<file path="src/rtl/irq_dispatch_pkg.sv">
package irq_dispatch_pkg;

    typedef enum logic {
        WSEL_ENABLE  = 1'b0,
        WSEL_REQUEST = 1'b1
    } wr_target_e;

endpackage

</file>
<file path="src/rtl/irq_prio_pick.sv">
module irq_prio_pick #(
    parameter int N     = 5,
    parameter int IDX_W = 3
) (
    input  logic [N-1:0]     pend_i,
    output logic             any_o,
    output logic [IDX_W-1:0] idx_o
);

    always_comb begin
        any_o = |pend_i;
        idx_o = '0;
        // scan high to low so the lowest set bit is written last
        for (int i = N - 1; i >= 0; i--) begin
            if (pend_i[i]) begin
                idx_o = IDX_W'(i);
            end
        end
    end

endmodule

</file>
<file path="src/rtl/irq_vec_map.sv">
module irq_vec_map #(
    parameter int IDX_W     = 3,
    parameter int ADDR_W    = 16,
    parameter int VEC_BASE  = 64,
    parameter int VEC_SHIFT = 3
) (
    input  logic [IDX_W-1:0]  idx_i,
    output logic [ADDR_W-1:0] vec_o
);

    localparam logic [ADDR_W-1:0] BASE_A = ADDR_W'(VEC_BASE);

    always_comb begin
        vec_o = BASE_A + (ADDR_W'(idx_i) << VEC_SHIFT);
    end

endmodule

</file>
<file path="src/rtl/irq_dispatch.sv">
module irq_dispatch
    import irq_dispatch_pkg::*;
#(
    parameter int N         = 5,
    parameter int ADDR_W    = 16,
    parameter int VEC_BASE  = 64,
    parameter int VEC_SHIFT = 3,
    localparam int IDX_W    = (N > 1) ? $clog2(N) : 1
) (
    input  logic              clk,
    input  logic              rst_n,
    input  logic [N-1:0]      irq_pulse_i,
    input  logic              reg_wr_i,
    input  logic              reg_wr_sel_i,
    input  logic [N-1:0]      reg_wr_data_i,
    input  logic              boundary_i,
    input  logic              cmd_ei_i,
    input  logic              cmd_di_i,
    input  logic              cmd_reti_i,
    input  logic              halt_enter_i,
    output logic              take_o,
    output logic [ADDR_W-1:0] vector_o,
    output logic [IDX_W-1:0]  src_o,
    output logic              master_en_o,
    output logic              halted_o,
    output logic              wake_o,
    output logic [N-1:0]      enable_o,
    output logic [N-1:0]      request_o
);

    typedef struct packed {
        logic [N-1:0]      en;
        logic [N-1:0]      req;
        logic              ime;
        logic              arm;
        logic              halted;
        logic              take;
        logic [IDX_W-1:0]  src;
        logic [ADDR_W-1:0] vec;
    } state_t;

    state_t s_d, s_q;

    logic [N-1:0]      pend_w;
    logic              any_w;
    logic [IDX_W-1:0]  idx_w;
    logic [ADDR_W-1:0] vec_w;
    logic              take_now_w;
    logic [N-1:0]      clr_w;
    logic [N-1:0]      req_base_w;
    wr_target_e        wsel_w;

    assign pend_w = s_q.en & s_q.req;

    irq_prio_pick #(
        .N     (N),
        .IDX_W (IDX_W)
    ) u_pick (
        .pend_i (pend_w),
        .any_o  (any_w),
        .idx_o  (idx_w)
    );

    irq_vec_map #(
        .IDX_W     (IDX_W),
        .ADDR_W    (ADDR_W),
        .VEC_BASE  (VEC_BASE),
        .VEC_SHIFT (VEC_SHIFT)
    ) u_vec (
        .idx_i (idx_w),
        .vec_o (vec_w)
    );

    assign take_now_w = boundary_i & s_q.ime & any_w;
    assign wsel_w     = wr_target_e'(reg_wr_sel_i);

    genvar g;
    generate
        for (g = 0; g < N; g++) begin : g_clr
            assign clr_w[g] = take_now_w && (idx_w == IDX_W'(g));
        end
    endgenerate

    always_comb begin
        s_d      = s_q;
        s_d.take = 1'b0;

        // enable mask load
        if (reg_wr_i && wsel_w == WSEL_ENABLE) begin
            s_d.en = reg_wr_data_i;
        end

        // request register: load, then service clear, then pulses win
        req_base_w = (reg_wr_i && wsel_w == WSEL_REQUEST) ? reg_wr_data_i : s_q.req;
        s_d.req    = (req_base_w & ~clr_w) | irq_pulse_i;

        if (take_now_w) begin
            s_d.take = 1'b1;
            s_d.src  = idx_w;
            s_d.vec  = vec_w;
            s_d.ime  = 1'b0;
            s_d.arm  = 1'b0;
        end else begin
            if (boundary_i && s_q.arm) begin
                s_d.ime = 1'b1;
                s_d.arm = 1'b0;
            end
            if (cmd_ei_i) begin
                s_d.arm = 1'b1;
            end
            if (cmd_reti_i) begin
                s_d.ime = 1'b1;
                s_d.arm = 1'b0;
            end
            if (cmd_di_i) begin
                s_d.ime = 1'b0;
                s_d.arm = 1'b0;
            end
        end

        if (halt_enter_i && !any_w) begin
            s_d.halted = 1'b1;
        end else if (any_w) begin
            s_d.halted = 1'b0;
        end
    end

    always_ff @(posedge clk or negedge rst_n) begin
        if (!rst_n) begin
            s_q <= '0;
        end else begin
            s_q <= s_d;
        end
    end

    assign take_o      = s_q.take;
    assign vector_o    = s_q.vec;
    assign src_o       = s_q.src;
    assign master_en_o = s_q.ime;
    assign halted_o    = s_q.halted;
    assign wake_o      = s_q.halted & any_w;
    assign enable_o    = s_q.en;
    assign request_o   = s_q.req;

endmodule

</file>
<file path="config.mk">
export PLATFORM = sky130hd
export DESIGN_NAME = irq_dispatch
export DESIGN_NICKNAME = d
export VERILOG_FILES = /design/src/rtl/irq_dispatch_pkg.sv /design/src/rtl/irq_prio_pick.sv /design/src/rtl/irq_vec_map.sv /design/src/rtl/irq_dispatch.sv
export SDC_FILE = /design/constraint.sdc
export NUM_CORES = 1
export LEC_CHECK = 0
export ABC_AREA = 0
export BUFFER_PORTS_ARGS = -buffer_cell sky130_fd_sc_hd__buf_2
export CAP_MARGIN = 20
export CORE_ASPECT_RATIO = 1.5
export CORE_MARGIN = 10
export CORE_UTILIZATION = 40
export CTS_CLUSTER_SIZE = 16
export DETAILED_ROUTE_END_ITERATION = 8
export GPL_TIMING_DRIVEN = 0
export PLACE_DENSITY = 0.74
export RECOVER_POWER = 100
export SYNTH_ARGS = -nofsm -noshare
export SYNTH_HDL_FRONTEND = slang
export SYNTH_SLANG_ARGS = --single-unit
</file>
<file path="constraint.sdc">
create_clock -name clk -period 1.7 [get_ports clk]
set_input_delay 0.17 -clock clk [delete_from_list [all_inputs] [get_ports clk]]
set_output_delay 0.17 -clock clk [all_outputs]
set_load 0.05 [all_outputs]
</file>
; ---- After elaboration in Yosys (flattened, before gate mapping)
; Cells that the tools add are included.
[totals]
regBits = 33
inputBits = 19
wordCells = 50
output_inout_bits = 33
[op_classes]
n_reduce_logical = 15
eq_ne = 4
bitwise = 8
addsub = 1
mux = 14
[ops]
columns = op, n
row1 = 20-bit 2-to-1 mux, 1
row2 = 3-bit 2-to-1 mux, 5
row3 = 5-bit AND, 2
row4 = 1-bit logical AND, 9
row5 = 7-bit by 6-bit adder with 8-bit output (first input constant), 1
row6 = 2-bit 2-to-1 mux, 4
row7 = 3-bit by 2-bit equality test with 1-bit output (second input constant), 2
row8 = 5-bit 2-to-1 mux, 1
row9 = 5-bit inverter, 1
row10 = 5-bit bitwise OR, 1
row11 = 5-bit nonzero test, 1
row12 = 5-bit OR reduction, 1
row13 = 4-bit nonzero test, 1
row14 = 1-bit AND, 3
row15 = 3-bit by 1-bit equality test with 1-bit output (second input constant), 1
row16 = 3-bit equality test (second input constant), 1
row17 = 3-bit zero test, 1
row18 = 1-bit 2-to-1 mux, 3
row19 = 2-bit nonzero test, 1
row20 = 1-bit zero test, 1
row21 = 1-bit inverter, 1

; ---- Depth between registers and ports, before layout
[depth]
word_depth = 11
mapped_depth = 3

; ---- Hierarchy
; Synthesis repeated with hierarchy kept, for this count alone.
[unflattened]
hier_cells = 186
hier_area_um2 = 1747.9
[by_module_without_submodules]
columns = module, instances, seq_area_each_um2, cells_per_inst, area_each_um2
row1 = irq_dispatch, 1, 825.8, 160, 1571.5
row2 = irq_vec_map, 1, 0.0, 18, 127.6
row3 = irq_prio_pick, 1, 0.0, 8, 48.8

; ---- Worst setup path before layout
; No wires, ideal clock.
[synth_timing]
path_kind = register to register
from = reg s_q (netlist bit master_en_o)
to = reg s_q (netlist bit src_o[1])
n_path_buf = 0
arrival_time_ps = 1236
setup_ps = 137
path_slack_ps = 326
path_stages_with_launch = 4
t_required_ps = 1563
cell_sequence = dfrtp_1 > nand2_2 > a31oi_4 > o32ai_1
[synth_between]
elab_chain_len = 2
[synth_rtl]
columns = item, line_no
row1 = start: declaration, irq_dispatch.sv:42  ; state_t s_d, s_q;
row2 = start signal: assignment, irq_dispatch.sv:130  ; s_q <= '0;
row3 = start signal: assignment, irq_dispatch.sv:132  ; s_q <= s_d;
row4 = 1-bit AND (2 in series), irq_dispatch.sv:74  ; assign take_now_w = boundary_i & s_q.ime & any_w;
; Every way passes these cells.
; A chain may end at the register's enable or synchronous reset.

; ---- Worst setup path in the final report
[layout_timing]
from = reg s_q (netlist bit request_o[1])
to = out wake_o
[layout_between]
elab_chain_len = 3
[layout_rtl]
columns = item, line_no
row1 = 5-bit AND, irq_dispatch.sv:53  ; assign pend_w = s_q.en & s_q.req;
row2 = 5-bit OR reduction, irq_prio_pick.sv:11  ; any_o = |pend_i;
row3 = 1-bit AND, irq_dispatch.sv:141  ; assign wake_o = s_q.halted & any_w;
row4 = end: declaration, irq_dispatch.sv:26  ; output logic wake_o,
; Every way passes these cells.

==> flow_metrics.py <==
metrics = {
    "finish": {
        "syn2layout_area_growth_pct": 28.9,
        "n_antenna_cell": 0,
        "layout-drive-gt1-share_pct": 37.6,
        "layout.cell_area.non_filler_um2": 1400,
        "fin_util_pct": 52.7,
        "nNetsFinal": 177,
    },
    "power_and_ir_drop": {
        "total_leakage_power_nw": 0.704,
        "comb_power_share_pct": 43.7,
        "power.share.switching_pct": 42.7,
        "power.clock.fraction_pct": 21.9,
        "cellInternalPower_mw": 0.907,
        "powerDensity_nw_per_um2": 1130,
        "power.ir.vdd_worst_mv": 0.514,
        "power_mw": 1.58,
        "switching_power_mw": 0.676,
        "share_seq_of_total_power_pct": 34.4,
    },
    "die": {
        "die_y_um": 83.7,
        "rows": 23,
        "initial_utilization_pct": 40.9,
        "design.portCount": 52,
        "die_area_um2": 5230,
        "die_x_um": 62.5,
        "coreArea_um2": 2650,
    },
    "placed_design": {
        "io_buffers": 39,
        "dp_hpwl_mm": 2.13,
        "gp_routability_congestion": 0.705,
        "postPlaceCellArea_um2": 1370,
        "place_worst_setup_slack_ps": 301,
    },
    "global_route": {
        "grt_pass1_vias": 905,
        "grt_overflow": 0,
        "initial_antenna_violation_count": 0,
        "wire_length_of_the_first_global_routing_pass_mm": 4.35,
        "grt_usage_pct": 10.2,
        "grt_start_max_net_pins": 19,
    },
    "sta": {
        "timing.final.crit_period_ps": 1590,
        "slew-limit-headroom_pct": 35.6,
        "rsz0062_at_grt": "false",
        "fin_crit_sh_pct": 93.5,
        "max_freq_ghz": 0.629,
        "number_of_hold_slack_violations_in_the_final_timing_report": 0,
        "timing.clock.skew_ps": 2.47,
        "slew_violations": 0,
        "tightest_slew_ps": 966,
        "fin_setup_tns_ps": 0,
        "finalSetupViolations": 0,
        "fin_ws_ps": 111,
    },
    "cts": {
        "tritoncts": "done",
        "cts_buffers": 3,
        "clk_path_buf_depth": 2,
        "cts-root-buf": "sky130_fd_sc_hd__clkbuf_8",
        "insertion_delay_ps": 260,
        "cts.reportedPaths.clkPinSlew_ps": 70,
        "cts_max_level": 1,
        "clkSinkCount": 18,
    },
    "synth": {
        "synth-seq-cells": 18,
        "synthDistinctLibCells": 30,
        "yosysSeqAreaShare_pct": 41.6,
        "netlist_top_cells_count": "sky130_fd_sc_hd__buf_4, sky130_fd_sc_hd__dfrtp_1, sky130_fd_sc_hd__nand2_1",
        "synth_area_per_cell_um2": 10.8,
        "warnings_from_yosys": 0,
        "synth_area_leader_cell": "sky130_fd_sc_hd__dfrtp_1",
        "synthCells": 100,
        "synth_edf_count": 0,
        "async_flop_share_pct": 100,
        "synth_top_cells_by_area": "sky130_fd_sc_hd__dfrtp_1, sky130_fd_sc_hd__buf_4, sky130_fd_sc_hd__mux2_1",
        "synthFlopType": "sky130_fd_sc_hd__dfrtp_1",
        "post_synth_instance_area_um2": 1080,
        "synthMostInstantiatedCell": "sky130_fd_sc_hd__buf_4",
        "netlist.area_leader.share_pct": 41.6,
    },
    "setup_path": {
        "required_ps": 1530,
        "crit_path_max_fanout": 6,
        "r2r_setup_slack_ps": 380,
        "crit_type": "register to output pin",
        "timing.reg2reg.worst_path_depth": 4,
        "cp-start-kind": "register",
        "cp.arrival_ps": 1420,
        "crit_path_end_kind": "output pin",
    },
    "drt": {
        "wl_per_cell_um": 13.2,
        "remaining_drc_errors": 0,
        "ant_nets": 0,
        "totalWireLength_mm": 2.56,
        "route.detailed.vias_per_inst": 4.45,
        "drt_iter0_markers": 21,
        "via_count": 864,
        "first_pass_iters": 4,
    },
    "flow_run": {
        "max-cap-violations": 0,
    },
    "worst_hold_path": {
        "min_path_type": "input pin to register",
        "min_path_cells": 2,
    },
    "status": {
        "status": "finished clean",
    },
}
## cell usage in the layout, fill, tap and decap left out, drive strengths merged, types with 2 or more instances in the layout
cell and n:
a22o 2, a22oi 2, buf 48, clkbuf 26, conb 12, dfrtp 18, inv 3, mux2 5
mux2i 5, nand2 7, nand3 2, nor2 5, nor3 2, nor4 2, o21bai 5
## cell families (layout without fill, tap and decap cells)
kind of cell / after synthesis / in the layout / synth area share (%)
buffers and inverters: 32 / 78 / 21.1
and+or+nand+nor: 23 / 23 / 12.7
other: 1 / 12 / 0.346
DFF: 18 / 18 / 41.6
AOI/OAI and AO/OA: 16 / 16 / 14.4
muxes: 10 / 10 / 9.82
## layout make-up
class / count / area, um2
fill: 264 / 1250
sequential: 18 / 454
multi-input combinational: 61 / 420
buffer: 29 / 218
timing repair buffer: 42 / 191
clock buffer: 4 / 55.1
tap: 37 / 46.3
inverter: 3 / 11.3
## path summary, 6_finish.rpt
check / endpoint / from
max: wake_o / request_o[1]$_DFF_PN0_
max in group asynchronous: enable_o[2]$_DFFE_PN0P_ / rst_n
max reg2reg: s_q[21]$_DFFE_PN0P_ / enable_o[2]$_DFFE_PN0P_
min in group asynchronous: s_q[21]$_DFFE_PN0P_ / rst_n
min reg2reg: vector_o[6]$_DFFE_PN0P_ / vector_o[6]$_DFFE_PN0P_
min: s_q[21]$_DFFE_PN0P_ / cmd_di_i
## routing by layer
metal  GRT usage [%]  share of wire, %  up-vias
met5               0                 0        -
met4            7.35               3.2        0
met3            2.96               7.4        5
met2            18.7                54       38
met1            9.25                35      399
li1                -                 -      422
## power groups by stage
stage	clock, mW	sequential [mW]	combinational (mW)
after global routing	0.381	0.554	0.735
after global placement	0	0.547	0.702
final	0.347	0.545	0.691
after detailed placement	0	0.552	0.710
after CTS	0.363	0.544	0.713
after floorplan	0	0.555	0.568
## worst max-delay path, stage by stage, from the launching register on
cell                      delay (ps)
sky130_fd_sc_hd__dfrtp_2         440
sky130_fd_sc_hd__a22oi_2         220
sky130_fd_sc_hd__nand3_1         120
sky130_fd_sc_hd__and2_1          170
sky130_fd_sc_hd__buf_2           200
## flip-flops by register name, summed over array words and instances (netlist names)
register     flops
s_q              1
master_en_o      1
src_o            2
request_o        5
enable_o         5
vector_o         2
take_o           1
halted_o         1
## per-stage QoR
step                      hold slack [ps]  std cells
after floorplan                      -126        111
after global placement                113        187
after detailed placement              126        187
after CTS                            97.8        192
after global routing                 79.4        194
final                                80.1        194
## what timing repair did
item                                   CTS  global route
gates resized for setup                  0             3
setup endpoints to repair                0             1
buffers inserted                         0             2
hold buffers                             1             0
endpoints found under the hold margin   18             0
Note: power is estimated with default switching activity, not from simulation.
